## config.mk

```make
export PLATFORM = sky130hd
export DESIGN_NAME = qw_pair_store
export DESIGN_NICKNAME = d
export VERILOG_FILES = /design/src/rtl/qps_pkg.sv /design/src/rtl/qps_addr_gen.sv /design/src/rtl/qps_beat_mux.sv /design/src/rtl/qw_pair_store.sv
export SDC_FILE = /design/constraint.sdc
export NUM_CORES = 1
export LEC_CHECK = 0
export BUFFER_PORTS_ARGS = -buffer_cell sky130_fd_sc_hd__buf_2
export CAP_MARGIN = 40
export CORE_ASPECT_RATIO = 0.6
export CORE_MARGIN = 8
export CORE_UTILIZATION = 45
export CTS_BUF_LIST = sky130_fd_sc_hd__clkbuf_8
export CTS_CLUSTER_DIAMETER = 150
export DETAILED_ROUTE_END_ITERATION = 16
export PLACE_DENSITY_LB_ADDON = 0.12
export SYNTH_ARGS = -nofsm -noshare
export SYNTH_HDL_FRONTEND = slang
export SYNTH_SLANG_ARGS = --single-unit
```

## constraint.sdc

```tcl
create_clock -name clk -period 7.9 [get_ports clk]
set_clock_uncertainty 0.2 [all_clocks]
set_input_delay 0.79 -clock clk [delete_from_list [all_inputs] [get_ports clk]]
set_output_delay 0.79 -clock clk [all_outputs]
set_load 0.01 [all_outputs]
```

## src/rtl/qps_pkg.sv

```systemverilog
// Package: shared types and helpers for the quadword pair store sequencer.
// Assumes byte-addressed memory and 8-bit bytes.
package qps_pkg;

    // Sequencer states.
    typedef enum logic [1:0] {
        ST_IDLE  = 2'd0,
        ST_BEAT0 = 2'd1,
        ST_BEAT1 = 2'd2,
        ST_DONE  = 2'd3
    } qps_state_t;

    // Byte distance between the two doublewords.
    localparam int unsigned DWORD_BYTES = 8;

endpackage

```

## src/rtl/qps_addr_gen.sv

```systemverilog
// Module: effective address generator.
// Forms base (or zero) plus the displacement, sign-extended and scaled by four.
// Also gives the address of the following doubleword.
// Assumes AW > DSW + 2.
module qps_addr_gen #(
    parameter int unsigned AW  = 64,
    parameter int unsigned DSW = 14
) (
    input  logic [AW-1:0]  base,
    input  logic           base_zero,
    input  logic [DSW-1:0] ds,
    output logic [AW-1:0]  addr_lo,
    output logic [AW-1:0]  addr_hi
);
    import qps_pkg::*;

    localparam int unsigned EXT_W = AW - DSW - 2;

    logic [AW-1:0] base_sel;
    logic [AW-1:0] disp;

    // Select the base and build the scaled, sign-extended displacement.
    always_comb begin
        base_sel = base_zero ? '0 : base;
        disp     = {{EXT_W{ds[DSW-1]}}, ds, 2'b00};
        addr_lo  = base_sel + disp;
        addr_hi  = addr_lo + AW'(DWORD_BYTES);
    end
endmodule

```

## src/rtl/qps_beat_mux.sv

```systemverilog
// Module: beat data selector.
// Picks the register and byte order for a beat from the endian mode and the beat index.
// Big-endian: beat 0 is even, beat 1 is odd, bytes unmodified.
// Little-endian: beat 0 is odd, beat 1 is even, both byte-reversed.
// Assumes DW is a multiple of 8.
module qps_beat_mux #(
    parameter int unsigned DW = 64
) (
    input  logic [DW-1:0] even_val,
    input  logic [DW-1:0] odd_val,
    input  logic          little_endian,
    input  logic          sel_hi,
    output logic [DW-1:0] data
);
    localparam int unsigned NB = DW / 8;

    logic [DW-1:0] even_rev;
    logic [DW-1:0] odd_rev;

    // Byte lanes of the reversed copies.
    for (genvar k = 0; k < NB; k++) begin : g_lane
        assign even_rev[8*k +: 8] = even_val[8*(NB-1-k) +: 8];
        assign odd_rev[8*k +: 8]  = odd_val[8*(NB-1-k) +: 8];
    end

    // Choose the beat word from the mode and the beat index.
    always_comb begin
        case ({little_endian, sel_hi})
            2'b00:   data = even_val;
            2'b01:   data = odd_val;
            2'b10:   data = odd_rev;
            default: data = even_rev;
        endcase
    end
endmodule

```

## src/rtl/qw_pair_store.sv

```systemverilog
// Module: quadword register-pair store sequencer (top).
// Takes one request and issues two doubleword write beats in ascending address order.
// The second beat waits for the first to be accepted. done pulses at the end.
// Odd register numbers are rejected with bad_form.
// Assumes a synchronous active-low reset and a single clock.
module qw_pair_store #(
    parameter int unsigned AW   = 64,
    parameter int unsigned DW   = 64,
    parameter int unsigned REGW = 5,
    parameter int unsigned DSW  = 14
) (
    input  logic            clk,
    input  logic            rst_n,
    input  logic            req_valid,
    output logic            req_ready,
    input  logic [REGW-1:0] req_reg,
    input  logic [DW-1:0]   req_even_val,
    input  logic [DW-1:0]   req_odd_val,
    input  logic [AW-1:0]   req_base,
    input  logic [DSW-1:0]  req_ds,
    input  logic            req_base_zero,
    input  logic            req_little_endian,
    output logic            wr_valid,
    input  logic            wr_ready,
    output logic [AW-1:0]   wr_addr,
    output logic [DW-1:0]   wr_data,
    output logic            done,
    output logic            busy,
    output logic            bad_form
);
    import qps_pkg::*;

    qps_state_t     state_q;
    logic [DW-1:0]  even_q, odd_q;
    logic [AW-1:0]  base_q;
    logic [DSW-1:0] ds_q;
    logic           zero_q, le_q;
    logic [AW-1:0]  addr_lo, addr_hi;
    logic           accept;

    assign accept = req_valid && (state_q == ST_IDLE);

    // State transitions and the invalid-form pulse.
    always_ff @(posedge clk) begin
        if (!rst_n) begin
            state_q  <= ST_IDLE;
            bad_form <= 1'b0;
        end else begin
            bad_form <= accept && req_reg[0];
            case (state_q)
                ST_IDLE:  if (accept && !req_reg[0]) state_q <= ST_BEAT0;
                ST_BEAT0: if (wr_ready) state_q <= ST_BEAT1;
                ST_BEAT1: if (wr_ready) state_q <= ST_DONE;
                default:  state_q <= ST_IDLE;
            endcase
        end
    end

    // Capture the request operands on acceptance.
    always_ff @(posedge clk) begin
        if (!rst_n) begin
            even_q <= '0;
            odd_q  <= '0;
            base_q <= '0;
            ds_q   <= '0;
            zero_q <= 1'b0;
            le_q   <= 1'b0;
        end else if (accept) begin
            even_q <= req_even_val;
            odd_q  <= req_odd_val;
            base_q <= req_base;
            ds_q   <= req_ds;
            zero_q <= req_base_zero;
            le_q   <= req_little_endian;
        end
    end

    qps_addr_gen #(.AW(AW), .DSW(DSW)) i_addr (
        .base      (base_q),
        .base_zero (zero_q),
        .ds        (ds_q),
        .addr_lo   (addr_lo),
        .addr_hi   (addr_hi)
    );

    qps_beat_mux #(.DW(DW)) i_mux (
        .even_val      (even_q),
        .odd_val       (odd_q),
        .little_endian (le_q),
        .sel_hi        (state_q == ST_BEAT1),
        .data          (wr_data)
    );

    // Port outputs decoded from the state.
    always_comb begin
        req_ready = (state_q == ST_IDLE);
        busy      = (state_q != ST_IDLE);
        wr_valid  = (state_q == ST_BEAT0) || (state_q == ST_BEAT1);
        done      = (state_q == ST_DONE);
        wr_addr   = (state_q == ST_BEAT1) ? addr_hi : addr_lo;
    end

    // a stalled beat keeps its address and data.
    a_r6_hold_beat: assert property (@(posedge clk) disable iff (!rst_n)
        (wr_valid && !wr_ready) |=> (wr_valid && $stable(wr_addr) && $stable(wr_data)));

    // the beat after the first accepted one is eight bytes higher.
    a_r3_second_addr: assert property (@(posedge clk) disable iff (!rst_n)
        (wr_valid && wr_ready && state_q == ST_BEAT0) |=>
        (wr_valid && wr_addr == $past(wr_addr) + AW'(DWORD_BYTES)));

    // done only follows an accepted beat and lasts one cycle.
    a_r9_done_after_beat: assert property (@(posedge clk) disable iff (!rst_n)
        $rose(done) |-> $past(wr_valid && wr_ready));

    a_r9_done_single: assert property (@(posedge clk) disable iff (!rst_n)
        done |=> !done);

    // a rejected request never overlaps a store in progress.
    a_r7_bad_idle: assert property (@(posedge clk) disable iff (!rst_n)
        bad_form |-> (!busy && !wr_valid));

    // once busy, req_ready stays low until done.
    a_r8_busy_blocks: assert property (@(posedge clk) disable iff (!rst_n)
        (busy && !done) |=> busy);
endmodule

```

Word level (Yosys, flattened, before mapping). Index checks and enable logic that the tools add are counted.

Eq/ne operators: 8. Reduce and logical (&&, ||, !) cells: 9. $add $sub $neg: 2. Multiplexer cells: 7.

Operators by type and width (count): 64-bit case mux with 3 select lines (1); 64-bit two-way mux (2); 64-bit by 4-bit adder with 64-bit output, second input constant (1); 64-bit adder (1); 2-bit == test, second input constant (3); 2-bit two-way mux (3); 2-bit case mux with 3 select lines (1); 2-bit by 1-bit == test with 1-bit output, second input constant (2); 2-bit logical NOT (2); 2-bit inequality test, second input constant (2); 1-bit logical AND (3); 3-bit AND reduction (1); 2-bit by 1-bit inequality test with 1-bit output, second input constant (1); 2-bit nonzero test (1); 1-bit logical NOT (1); 1-bit logical OR (1).

Input bits: 217. Flip-flop bits (word level): 211. Word-level logic and storage cells: 34. Output and inout bits: 133.

Logic depth before layout (Yosys ltp). Gate-level depths: netlist of the first run.

Word-level depth: 5. Gate-level depth with buffers: 18. Depth with buffers taken out: 15.

Hierarchy. A second synthesis of the first run with hierarchy kept.

Cell total of the unflattened synthesis: 2009. Area total of the unflattened synthesis: 16384.5 µm².

Modules (own cells, without submodules): qw_pair_store (area an instance 8541.9 µm², seq. area each 4224.1 µm², cells an instance 993, times used 1); qps_addr_gen (area an instance 6163.4 µm², seq. area each 0.0 µm², cells an instance 938, times used 1); qps_beat_mux (area an instance 1679.1 µm², seq. area each 0.0 µm², cells an instance 78, times used 1).

Least setup slack after synthesis of the first run. No wires, ideal clock.

Kind: register -> output. From: reg ds_q[13]. To: out wr_addr[52]. Stages on the path, launching flop included: 14. Arrival: 4.899 ns. Path buffers: 1. Required time: 6.910 ns. Setup slack: 2.011 ns. Path through: dfxtp_1 > ha_1 > buf_2 > a21oi_1 > o211ai_1 > a221o_1 > and2_1 > a211oi_4 > nand4_2 > or3_4 > or3_4 > or4_4 > nor4b_2 > xor2_1.

Longest elaborated chain between the ends: 3.

Ends and longest elaborated chain: start: declaration (RTL line qw_pair_store.sv:36) `logic [DSW-1:0] ds_q;`; start signal: assignment (RTL line qw_pair_store.sv:72) `ds_q <= req_ds;`; 64-bit adder * (RTL line qps_addr_gen.sv:26) `addr_lo = base_sel + disp;`; 64-bit by 4-bit adder with 64-bit output (RTL line qps_addr_gen.sv:27) `addr_hi = addr_lo + AW'(DWORD_BYTES);`; 64-bit two-way mux * (RTL line qw_pair_store.sv:100) `wr_addr = (state_q == ST_BEAT1) ? addr_hi : addr_lo;`; end: declaration (RTL line qw_pair_store.sv:25) `output logic [AW-1:0] wr_addr,`.

Every way passes the cells marked *; elsewhere a longest branch is shown, timed or not.

Worst setup path in the final report of the first run.
From: reg zero_q. To: out wr_addr[63].

Longest elaborated chain between the ends: 4.

Ends and longest elaborated chain: start: declaration (RTL line qw_pair_store.sv:37) `logic zero_q, le_q;`; start signal: assignment (RTL line qw_pair_store.sv:73) `zero_q <= req_base_zero;`; 64-bit two-way mux * (RTL line qps_addr_gen.sv:24) `base_sel = base_zero ? '0 : base;`; 64-bit adder * (RTL line qps_addr_gen.sv:26); 64-bit by 4-bit adder with 64-bit output (RTL line qps_addr_gen.sv:27); 64-bit two-way mux * (RTL line qw_pair_store.sv:100).

Marks and branches as above.

==> impl_summary.log, run 1 <==
[metrics] core region area: 0.0340 mm²
[metrics] standard-cell row count: 52
[metrics] cell area after synthesis: 0.0156 mm²
[metrics] layer carrying the most global-route usage: met2
[metrics] share of flip-flops with an asynchronous set or reset after synthesis: 0%
[metrics] class of the worst hold path: reg -> reg
[metrics] sum of routed wire length over all layers: 54.3 mm
[metrics] maximum number of pins on one net before global-route repair: 197
[metrics] met1 track demand over resource in global routing: 34.5%
[metrics] post-synthesis cell type with the largest combined area: sky130_fd_sc_hd__dfxtp_1
[metrics] Antenna Violating Nets Remaining: 0
[metrics] crit path max fanout: 43
[metrics] final hold viol count: 0
[metrics] Crit path arrival time: 6450 ps
[metrics] category of the most critical setup path: reg -> out
[metrics] vias post-DR: 15600
[metrics] setup repair after global routing missed its margin: no
[metrics] measured slew at the worst slew-check pin: 898 ps
[metrics] final total negative setup slack: 0 ps
[metrics] maximum clock path buffer count: 3
[metrics] Synth-to-Final Area Change: 17.9%
[metrics] final core utilization: 54.2%
[metrics] die height: 160 µm
[metrics] crit-path max cell delay: 770 ps
[metrics] count of routing violations after the opening detailed-route iteration: 1222
[metrics] Max-cap violations: 0
[metrics] CTS hold repair buffers: 0
[metrics] outcome: finished clean
[metrics] I/O Buffers: 345
[metrics] Routed wire per std cell: 19.8 µm
[metrics] ys flop type: sky130_fd_sc_hd__dfxtp_1
[metrics] Critical Path, Cell by Cell: buf_4, nor2b_1, ha_1, nand4_1, nor4_1, and2_1, o21ai_0, a21oi_1, or3_1, o311ai_0, or4_1, nor4_2, nand4_1, xnor2_1, buf_2
[metrics] vias in the first global route: 15100
[metrics] total overflow reported by the global router: 0
[metrics] TritonCTS clock tree: yes
[metrics] number of setup buffers added after CTS: 0
[metrics] launching instance or port of the critical path: zero_q
[metrics] number of buffers inserted during clock tree synthesis: 37
[metrics] total buffers and inverters traversed by the critical path: 2
[metrics] post-synthesis net count: 2250
[metrics] data required time at the worst endpoint: 6910 ps
[metrics] ratio of cells with drive above 1 in the final layout: 22.9%
[metrics] sort of element at the end of the critical path: primary output
[metrics] top cells by area in the synthesized netlist: sky130_fd_sc_hd__dfxtp_1 27%, sky130_fd_sc_hd__nand2_1 12%, sky130_fd_sc_hd__a21boi_0 10%
[metrics] RePlAce Congestion: 0.953
[metrics] portion of the post-synthesis area used by sequential elements: 27.1%
[metrics] top-area cell type share of the netlist area: 27.1%
[metrics] flip-flop and latch count after synthesis: 211
[metrics] Die Area: 0.0411 mm²
[metrics] number of nets at the end of the flow: 2527
[metrics] horizontal die dimension: 256 µm
[metrics] detailed-placement wirelength estimate: 41.7 mm
[metrics] critical register-to-register path startpoint: state_q[0]
[metrics] leakage: 7.62 nW
[metrics] startpoint of the tightest hold check path: base_q[42]
[metrics] Post-route DRC: 0
[metrics] Tot GR Track Use: 25.1%
[metrics] cell with the largest stage delay on the worst path: sky130_fd_sc_hd__nor4_2
[metrics] crit-path most repeated cell: sky130_fd_sc_hd__nand4_1
[metrics] total number of clock tree sinks: 211
[metrics] antenna violations before repair: 17
[metrics] DR vias/cell: 5.69
[metrics] root buffer cell: sky130_fd_sc_hd__clkbuf_8
[metrics] Fmax achieved: 0.134 GHz
[metrics] nature of the critical path startpoint: flip-flop
[metrics] gate count after technology mapping: 1966
[metrics] Post-CTS Resized: 0
[metrics] Initial DRT Pass Iterations: 6
[metrics] ratio of total power to cell area: 245 mW/mm²
[metrics] post-layout min period: 7440 ps
[metrics] Worst-path clk slew: 60 ps
[metrics] final period utilization: 94.2%
[metrics] global-route met3 utilization: 5.37%
[metrics] slew margin rel.: 40.2%
[metrics] count of flip-flops with a built-in enable after synthesis: 0
[metrics] Yosys warnings: 0
[metrics] count of pins on the block boundary: 350
[metrics] Distinct cells, synth: 87
[metrics] latest clock arrival within the worst-skew pair: 540 ps
[metrics] # H-tree levels: 2
[metrics] average footprint of a synthesized cell: 7.94 µm²
[metrics] total count of max-transition violations in the final report: 0
[metrics] first-pass GRT wire length: 85.0 mm
[metrics] maximum vdd ir drop: 0.239 mV
[metrics] Final setup viols: 0
[metrics] largest delay contributor family on the critical path: simple AND/OR/NAND/NOR gates
[metrics] Global Route met2 Usage: 39.0%
[metrics] starting density of the core: 46.0%
layer usage:
metal | up-vias | part of all wire, %
met5 | - | 0.066
met3 | 106 | 6.2
li1 | 7547 | -
met4 | 6 | 3.1
met2 | 473 | 44
met1 | 7450 | 47
tightest hold or removal path, cell delays in order, from the launching register on:
cell and delay (ps):
sky130_fd_sc_hd__dfxtp_1 300, sky130_fd_sc_hd__nand2_1 40, sky130_fd_sc_hd__a21boi_0 60
worst paths after layout:
path	end	slack, ps	cells past startpoint
max	wr_addr[63]	460	15
min	base_q[42]	260	2
min reg2reg	base_q[42]	260	2
max reg2reg	base_q[8]	5280	6
sequential cells by signal, summed over array words and instances (netlist names):
| name | cells |
|---|---|
| even_q | 64 |
| ds_q | 14 |
| odd_q | 64 |
| base_q | 64 |
| le_q | 1 |
| bad_form | 1 |
| zero_q | 1 |
| state_q | 2 |
report_power, final:
| part | total (mW) | internal, mW | leakage (nW) | switching, mW |
|---|---|---|---|---|
| clock network | 0.992 | 0.506 | 0.394 | 0.486 |
| registers | 1.40 | 1.25 | 1.73 | 0.148 |
| logic | 2.12 | 0.832 | 5.50 | 1.29 |
| total | 4.51 | 2.59 | 7.62 | 1.92 |
layout by cell type, fill, tap and decap left out, types with 15 or more instances in the layout:
cell,n
sky130_fd_sc_hd__clkbuf_8,44
sky130_fd_sc_hd__a21boi_0,216
sky130_fd_sc_hd__nor2b_1,69
sky130_fd_sc_hd__nand3_1,28
sky130_fd_sc_hd__a21o_1,26
sky130_fd_sc_hd__nand4_1,36
sky130_fd_sc_hd__nor4_1,18
sky130_fd_sc_hd__buf_2,344
sky130_fd_sc_hd__dfxtp_1,208
sky130_fd_sc_hd__xnor2_1,61
sky130_fd_sc_hd__nand2_1,513
sky130_fd_sc_hd__nor2_1,83
sky130_fd_sc_hd__inv_1,36
sky130_fd_sc_hd__o21a_1,18
sky130_fd_sc_hd__o21ai_0,52
sky130_fd_sc_hd__xor2_1,43
sky130_fd_sc_hd__mux4_2,64
sky130_fd_sc_hd__o211ai_1,15
sky130_fd_sc_hd__a21oi_1,74
sky130_fd_sc_hd__ha_1,65
sky130_fd_sc_hd__nor3_1,34
synthesized netlist by cell type (7+ instances only):
master / count
sky130_fd_sc_hd__o21ai_0: 52
sky130_fd_sc_hd__o21a_1: 18
sky130_fd_sc_hd__a31oi_1: 12
sky130_fd_sc_hd__or3_1: 9
sky130_fd_sc_hd__o211ai_1: 15
sky130_fd_sc_hd__nor4_1: 18
sky130_fd_sc_hd__xnor2_1: 61
sky130_fd_sc_hd__nor2b_1: 69
sky130_fd_sc_hd__and3_1: 8
sky130_fd_sc_hd__nor3_1: 34
sky130_fd_sc_hd__nand2_1: 514
sky130_fd_sc_hd__o31ai_1: 7
sky130_fd_sc_hd__nand3_1: 28
sky130_fd_sc_hd__o211a_1: 7
sky130_fd_sc_hd__and2_1: 12
sky130_fd_sc_hd__xor2_1: 43
sky130_fd_sc_hd__ha_1: 66
sky130_fd_sc_hd__a211oi_1: 8
sky130_fd_sc_hd__nand4_1: 36
sky130_fd_sc_hd__nand2b_1: 8
sky130_fd_sc_hd__inv_1: 23
sky130_fd_sc_hd__a21o_1: 26
sky130_fd_sc_hd__buf_1: 10
sky130_fd_sc_hd__buf_2: 8
sky130_fd_sc_hd__mux4_2: 64
sky130_fd_sc_hd__dfxtp_1: 211
sky130_fd_sc_hd__a21boi_0: 216
sky130_fd_sc_hd__a21oi_1: 74
sky130_fd_sc_hd__nor2_1: 83
sky130_fd_sc_hd__clkbuf_1: 105
sky130_fd_sc_hd__nor3b_1: 7
area by class of cell:
type	count	area, µm²
fill	3369	15600
multi-input combinational	1606	10800
sequential	211	4230
timing repair buffer	364	1960
clock buffer	44	606
tap	459	574
clock inverter	19	92.6
inverter	23	86.3
antenna	13	32.5
through the flow:
step | power [mW] | cell area, µm² | std cells | hold slack (ps) | setup WS [ps]
after floorplan | 2.83 | 15600 | 1966 | 239 | 2010
after global placement | 3.46 | 17600 | 2658 | 248 | 1210
after detailed placement | 3.54 | 17700 | 2663 | 255 | 1140
after CTS | 4.56 | 18400 | 2726 | 221 | 507
after global routing | 4.83 | 18400 | 2739 | 248 | 19.6
final | 4.51 | 18400 | 2739 | 258 | 457
kinds of logic (layout without fill, tap and decap cells):
family                     Yosys count  after routing  synth area share (%)
xor gates and xnor gates           105            105                  5.94
DFF                                211            211                  27.1
adders and majority gates           67             67                  5.42
other                                0             13                     0
AOI/OAI and AO/OA                  507            507                  23.2
muxes                               71             71                  9.70
buffers and inverters              149            450                  3.72
and+or+nand+nor                    856            856                  25.0
Note: power is estimated with default switching activity, not from simulation.
==> inputs of run 2 (changes only) <==
CELL_PAD_IN_SITES_DETAIL_PLACEMENT = 0   (was default)
CELL_PAD_IN_SITES_GLOBAL_PLACEMENT = 2   (was default)
CORE_UTILIZATION = 33   (was 45)
==> run 2 against run 1 <==
Clock-buffer cell count unchanged. Total power is 2.0% higher. Flip-flop and latch count unchanged. Register-to-register slack worse by 190 ps. Cell count rose by 6.2%. Die area grew 33%. Non-clock buffer count increased by 2. Via count down 0.51%. Critical path depth decreased by 1. Sequential power barely moved. Combinational power is essentially flat. Global-route usage fell by 4.4 points.
==> impl_summary.log, run 2 (same netlist as run 1, synthesis figures left out) <==
[metrics] Synth-to-Final Area Change: 19.8%
[metrics] cell with the largest stage delay on the worst path: sky130_fd_sc_hd__o21ai_0
[metrics] startpoint of the tightest hold check path: req_base[36]
[metrics] latest clock arrival within the worst-skew pair: 560 ps (+20 ps)
[metrics] worst hold path endpoint: base_q[36]
[metrics] ratio of total power to cell area: 246 mW/mm² (+0.40%)
[metrics] worst reg2reg path depth: 6 (unchanged)
[metrics] footprint of the flip-flops and latches: 0.00423 mm² (unchanged)
[metrics] largest delay contributor family on the critical path: compound AO/OA/AOI/OAI gates
[metrics] I/O Buffers: 345 (unchanged)
[metrics] vias in the first global route: 15100 (-0.22%)
[metrics] post-layout min period: 7400 ps (-41.0 ps)
[metrics] Final setup viols: 0 (unchanged)
[metrics] total number of clock tree sinks: 211 (unchanged)
[metrics] Worst-path clk slew: 70 ps (about the same)
[metrics] maximum vdd ir drop: 0.175 mV (-27%)
[metrics] count of routing violations after the opening detailed-route iteration: 1155 (-5.5%)
[metrics] number of buffers inserted during clock tree synthesis: 38 (+2.7%)
[metrics] count of pins on the block boundary: 350 (unchanged)
[metrics] highest-count cells in the layout ignoring fill and taps: 513 x sky130_fd_sc_hd__nand2_1, 344 x sky130_fd_sc_hd__buf_2, 216 x sky130_fd_sc_hd__a21boi_0, 208 x sky130_fd_sc_hd__dfxtp_1, 83 x sky130_fd_sc_hd__nor2_1
[metrics] Die Area: 0.0548 mm² (+33%)
[metrics] Post-Place Cells: 2836 (+6.5%)
[metrics] nature of the critical path startpoint: flip-flop
[metrics] core region area: 0.0465 mm² (+37%)
[metrics] critical register-to-register path startpoint: state_q[0]
[metrics] # H-tree levels: 2 (unchanged)
[metrics] total count of max-transition violations in the final report: 0 (unchanged)
[metrics] DR vias/cell: 5.33 (-6.4%)
[metrics] sum of routed wire length over all layers: 59.1 mm (+8.8%)
[metrics] power after layout: 4.60 mW (+2.0%)
[metrics] total buffers and inverters traversed by the critical path: 1 (-1)
[metrics] crit-path most repeated cell: sky130_fd_sc_hd__a21oi_1
[metrics] number of nets at the end of the flow: 2530 (+0.12%)
[metrics] sort of element at the end of the critical path: primary output
[metrics] reg-to-reg critical path endpoint: base_q[60]
[metrics] most common cell after layout, fill and taps aside: sky130_fd_sc_hd__nand2_1
[metrics] Filler cells: 4864 (+44%)
[metrics] class of the worst hold path: in -> reg
[metrics] slew margin rel.: 34.8% (-5.3 points)
[metrics] measured slew at the worst slew-check pin: 967 ps (+69.8 ps)
[metrics] Critical Path, Cell by Cell: nor2b_1, ha_1, a21oi_1, o211a_1, o21ai_1, o21ai_0, a21oi_1, nor2_1, o311ai_0, or4_1, nor4_2, nand2_1, xnor2_1, buf_2
[metrics] TritonCTS clock tree: yes
[metrics] Fmax achieved: 0.135 GHz (+0.55%)
[metrics] area of placed instances: 0.0179 mm² (+1.5%)
[metrics] Post-route DRC: 0 (unchanged)
[metrics] root buffer cell: sky130_fd_sc_hd__clkbuf_8
[metrics] standard-cell row count: 61 (+17%)
[metrics] category of the most critical setup path: reg -> out
[metrics] Routed wire per std cell: 20.3 µm (+2.4%)
[metrics] vias post-DR: 15500 (-0.51%)
[metrics] final design area excluding fillers: 0.0187 mm² (+1.6%)
[metrics] first-pass GRT wire length: 91.0 mm (+7.1%)
[metrics] number of cells on the worst hold path: 3 (+1)
[metrics] Crit path arrival time: 6410 ps (-40 ps)
[metrics] internal reg-to-reg setup slack: 5090 ps (-190 ps)
[metrics] die height: 184 µm (+15%)
[metrics] final hold viol count: 0 (unchanged)
[metrics] number of standard cells in the layout, taps in and fillers out: 2910 (+6.2%)
[metrics] final total negative setup slack: 0 ps (unchanged)
[metrics] data required time at the worst endpoint: 6910 ps (about the same)
[metrics] crit path max fanout: 26 (-40%)
[metrics] antenna violations before repair: 17 (unchanged)
[metrics] Initial DRT Pass Iterations: 5 (-1)
[metrics] total overflow reported by the global router: 0 (unchanged)
[metrics] leakage: 7.67 nW (+0.55%)
[metrics] starting density of the core: 33.6% (-12 points)
[metrics] largest registers in the final layout: base_q: 64 flops, even_q: 64 flops, odd_q: 64 flops
[metrics] final core utilization: 40.2% (-14 points)
[metrics] horizontal die dimension: 297 µm (+16%)
[metrics] area of the multi-input gates: 0.0108 mm² (about the same)
[metrics] RePlAce Congestion: 0.872 (-8.5%)
[metrics] Antenna Violating Nets Remaining: 0 (unchanged)
[metrics] Max-cap violations: 0 (unchanged)
[metrics] crit-path max cell delay: 780 ps (about the same)
[metrics] maximum clock path buffer count: 3 (unchanged)
[metrics] setup repair after global routing missed its margin: no
[metrics] Tot GR Track Use: 20.8% (-4.4 points)
[metrics] outcome: finished clean
[metrics] detailed-placement wirelength estimate: 46.4 mm (+11%)
[metrics] maximum number of pins on one net before global-route repair: 160 (-19%)
[metrics] final period utilization: 93.7% (-0.52 points)
[metrics] ratio of cells with drive above 1 in the final layout: 23.2% (+0.25 points)
## run 2: metrics by stage
step	worst slack, ps	hold slack (ps)
2_1_floorplan	2010	239
3_3_place_gp	1150	251
3_5_place_dp	1110	252
4_1_cts	453	205
5_1_grt	83.6	231
6_report	498	254
## run 2: metal layers
layer / global-route usage [%] / wire, µm / vias up
met3: 3.80 / 3410 / 79
li1: - / - / 7555
met1: 28.8 / 27800 / 7467
met5: 0 / 35 / -
met2: 32.8 / 26500 / 395
met4: 5.81 / 1320 / 6
## run 2: worst max-delay path by stage
stage	startpoint	slack [ps]	cells after the start	to
floorplan	ds_q[13]	2010	13	wr_addr[52]
global placement	zero_q	1150	16	wr_addr[61]
detailed placement	zero_q	1110	16	wr_addr[61]
CTS	zero_q	450	16	wr_addr[61]
global route	zero_q	80	16	wr_addr[61]
finish	zero_q	500	14	wr_addr[61]
## run 2: timing repair
action / 4_1_cts / 5_1_grt
setup endpoints to repair: 0 / 1
hold buffers: 0 / 0
buffers inserted: 0 / 0
gates resized for setup: 0 / 1
## run 2: layout make-up
cell class | instances | share of cell area, %
antenna | 12 | 0.161
timing repair buffer | 366 | 10.7
tap | 630 | 4.21
clock inverter | 18 | 0.656
sequential | 211 | 22.6
multi-input combinational | 1606 | 57.9
clock buffer | 44 | 3.24
inverter | 23 | 0.462
## run 2: worst register-to-register path: cells and delay by family (launching register included)
kind | cells | cell delay, ps
and+or+nand+nor | 2 | 890
buffers and inverters | 2 | 770
adders and majority gates | 1 | 350
DFF | 1 | 340
AOI/OAI and AO/OA | 1 | 170
## run 2: where the power goes
part | switching (mW) | total (mW) | internal (mW)
sequential | 0.148 | 1.40 | 1.25
clock | 0.508 | 1.05 | 0.541
combinational | 1.32 | 2.15 | 0.832
==> inputs of run 3 (changes only) <==
BUFFER_PORTS_ARGS = default   (was -buffer_cell sky130_fd_sc_hd__buf_2)
CORE_UTILIZATION = 35   (was 33)
DONT_BUFFER_PORTS = 1   (was default)
clock period = 6.1 ns   (was 7.9 ns; I/O delays follow)
==> run 3 against run 2 <==
Global-route usage grew 1.7 points. Hold slack lost 200 ps. Sequential power grew 30%. Clock-buffer cell count grew 3. Die area shrank 5.3%. Total power grew 35%. Worst setup slack lost 390 ps. Register-to-register slack lost 2400 ps. Final area grew 12%. Critical path type unchanged. Combinational power grew 38%. Flip-flop and latch count is the same. Via count grew 1.2%.
==> impl_summary.log, run 3 (same netlist as run 1, synthesis figures left out) <==
[metrics] worst hold path endpoint: odd_q[0]
[metrics] layer carrying the most global-route usage: met2
[metrics] Final setup viols: 0 (unchanged)
[metrics] final total negative setup slack: 0 ps (unchanged)
[metrics] standard-cell row count: 60 (-1.6%)
[metrics] total count of max-transition violations in the final report: 0 (unchanged)
[metrics] TritonCTS clock tree: yes
[metrics] highest-count cells in the layout ignoring fill and taps: 510 x sky130_fd_sc_hd__nand2_1, 266 x sky130_fd_sc_hd__dlygate4sd3_1, 214 x sky130_fd_sc_hd__a21boi_0, 208 x sky130_fd_sc_hd__dfxtp_1, 88 x sky130_fd_sc_hd__buf_4
[metrics] final hold viol count: 0 (unchanged)
[metrics] total number of clock tree sinks: 211 (unchanged)
[metrics] sum of routed wire length over all layers: 61.4 mm (+3.9%)
[metrics] total buffers and inverters traversed by the critical path: 2 (+1)
[metrics] Post-Place Cells: 2487 (-12%)
[metrics] Initial DRT Pass Iterations: 5 (unchanged)
[metrics] count of routing violations after the opening detailed-route iteration: 1033 (-11%)
[metrics] measured slew at the worst slew-check pin: 1160 ps (+196 ps)
[metrics] critical register-to-register path startpoint: state_q[0]
[metrics] outcome: finished clean
[metrics] Die Area: 0.0518 mm² (-5.3%)
[metrics] ratio of cells with drive above 1 in the final layout: 15.6% (-7.6 points)
[metrics] die height: 180 µm (-2.6%)
[metrics] first-pass GRT wire length: 93.6 mm (+2.8%)
[metrics] number of nets at the end of the flow: 2528 (-0.079%)
[metrics] number of standard cells in the layout, taps in and fillers out: 2865 (-1.5%)
[metrics] Tot GR Track Use: 22.5% (+1.7 points)
[metrics] count of pins on the block boundary: 350 (unchanged)
[metrics] most common cell after layout, fill and taps aside: sky130_fd_sc_hd__nand2_1
[metrics] Post-route DRC: 0 (unchanged)
[metrics] cell with the largest stage delay on the worst path: sky130_fd_sc_hd__or4_4
[metrics] detailed-placement wirelength estimate: 43.7 mm (-5.8%)
[metrics] DR vias/cell: 5.48 (+2.8%)
[metrics] total overflow reported by the global router: 0 (unchanged)
[metrics] maximum vdd ir drop: 0.229 mV (+31%)
[metrics] vias in the first global route: 15600 (+3.5%)
[metrics] horizontal die dimension: 289 µm (-2.7%)
[metrics] slew margin rel.: 22.4% (-12 points)
[metrics] Crit path arrival time: 5180 ps (-1230 ps)
[metrics] # H-tree levels: 2 (unchanged)
[metrics] largest delay contributor family on the critical path: simple AND/OR/NAND/NOR gates
[metrics] I/O Buffers: 0 (-100%)
[metrics] starting density of the core: 35.1% (+1.5 points)
[metrics] Routed wire per std cell: 21.4 µm (+5.5%)
[metrics] post-layout min period: 5990 ps
[metrics] Max-cap violations: 0 (unchanged)
[metrics] number of cells on the worst hold path: 2 (-1)
[metrics] maximum clock path buffer count: 3 (unchanged)
[metrics] data required time at the worst endpoint: 5290 ps (-1620 ps)
[metrics] root buffer cell: sky130_fd_sc_hd__clkbuf_8
[metrics] Filler cells: 4409 (-9.4%)
[metrics] worst reg2reg path depth: 8 (+2)
[metrics] crit-path most repeated cell: sky130_fd_sc_hd__or3_4
[metrics] crit-path max cell delay: 500 ps (-280 ps)
[metrics] Fmax achieved: 0.167 GHz
[metrics] Global Route met2 Usage: 35.8% (+2.9 points)
[metrics] internal reg-to-reg setup slack: 2720 ps (-2370 ps)
[metrics] nature of the critical path startpoint: flip-flop
[metrics] leakage: 7.98 nW (+4.1%)
[metrics] Antenna Violating Nets Remaining: 0 (unchanged)
[metrics] startpoint of the tightest hold check path: req_odd_val[0]
[metrics] global-route met3 utilization: 3.84% (+0.046 points)
[metrics] ratio of total power to cell area: 296 mW/mm² (+20%)
[metrics] number of buffers inserted during clock tree synthesis: 38 (unchanged)
[metrics] class of the worst hold path: in -> reg
[metrics] met1 track demand over resource in global routing: 31.5% (+2.7 points)
[metrics] Critical Path, Cell by Cell: buf_12, nor2b_1, ha_1, a21oi_1, o21a_2, o221ai_4, a311o_1, a211oi_4, o211ai_1, or3_4, or3_4, or4_4, nor4b_4, xor2_1, buf_4
[metrics] core region area: 0.0444 mm² (-4.4%)
[metrics] Placement Setup Slack: 174 ps (-935 ps)
[metrics] RePlAce Congestion: 0.873 (about the same)
[metrics] final period utilization: 98.2%
[metrics] crit path max fanout: 15 (-42%)
[metrics] Worst-path clk slew: 70 ps (about the same)
[metrics] category of the most critical setup path: reg -> out
[metrics] final design area excluding fillers: 0.0210 mm² (+12%)
[metrics] latest clock arrival within the worst-skew pair: 570 ps (about the same)
[metrics] area of placed instances: 0.0164 mm² (-8.6%)
[metrics] antenna violations before repair: 6 (-11)
[metrics] Synth-to-Final Area Change: 34.2%
[metrics] maximum number of pins on one net before global-route repair: 209 (+31%)
[metrics] sort of element at the end of the critical path: primary output
[metrics] vias post-DR: 15700 (+1.2%)
[metrics] largest registers in the final layout: base_q: 64 flops, even_q: 64 flops, odd_q: 64 flops
[metrics] reg-to-reg critical path endpoint: base_q[55]
[metrics] final worst-path setup slack: 112 ps (-386 ps)
==> run 3: metal layers <==
metal	part of all wire, %	wire, µm
met1	47	28800
met2	45	27800
met3	5.2	3220
met4	2.5	1550
met5	0	0
==> run 3: area by class of cell <==
class	count	area, µm²	share of cell area (%)
Antenna cell	5	12.5	0.0597
Tap cell	589	737	3.52
Sequential cell	211	4240	20.2
Multi-Input combinational cell	1606	11600	55.3
Inverter	23	86.3	0.412
Clock inverter	20	126	0.603
Timing Repair Buffer	364	3530	16.8
Clock buffer	47	647	3.09
==> run 3: repair_timing <==
| action | 4_1_cts | 5_1_grt |
|---|---|---|
| pin swaps | 15 | 31 |
| hold endpoints to repair | 207 | 2 |
| gates resized for setup | 54 | 103 |
| hold buffers | 265 | 2 |
| endpoints found under the setup margin | 19 | 17 |
| cloned | 0 | 1 |
| setup buffers | 16 | 22 |
==> run 3: metrics by stage <==
step | hold slack [ps] | total power, mW | utilization, %
floorplan | 239 | 3.66 | -
global placement | 246 | 4.33 | 36.8
detailed placement | 253 | 4.39 | 36.9
CTS | 0.512 | 6.11 | 45.5
global route | 11.1 | 6.61 | 47.2
finish | 55.9 | 6.20 | 47.2
==> run 3: power by group <==
part	total (mW)	internal, mW	switching, mW	leakage (nW)
logic	2.96	1.19	1.78	5.80
registers	1.82	1.62	0.198	1.74
clock network	1.41	0.742	0.672	0.449
total	6.20	3.55	2.65	7.98
==> run 3: worst max path at each step <==
stage              from     endpoint  cells after the start
2_1_floorplan  ds_q[13]  wr_addr[52]                     13
3_3_place_gp     zero_q  wr_addr[62]                     18
3_5_place_dp     zero_q  wr_addr[62]                     18
4_1_cts          zero_q  wr_addr[52]                     15
5_1_grt          zero_q  wr_addr[52]                     18
6_report         zero_q  wr_addr[52]                     15
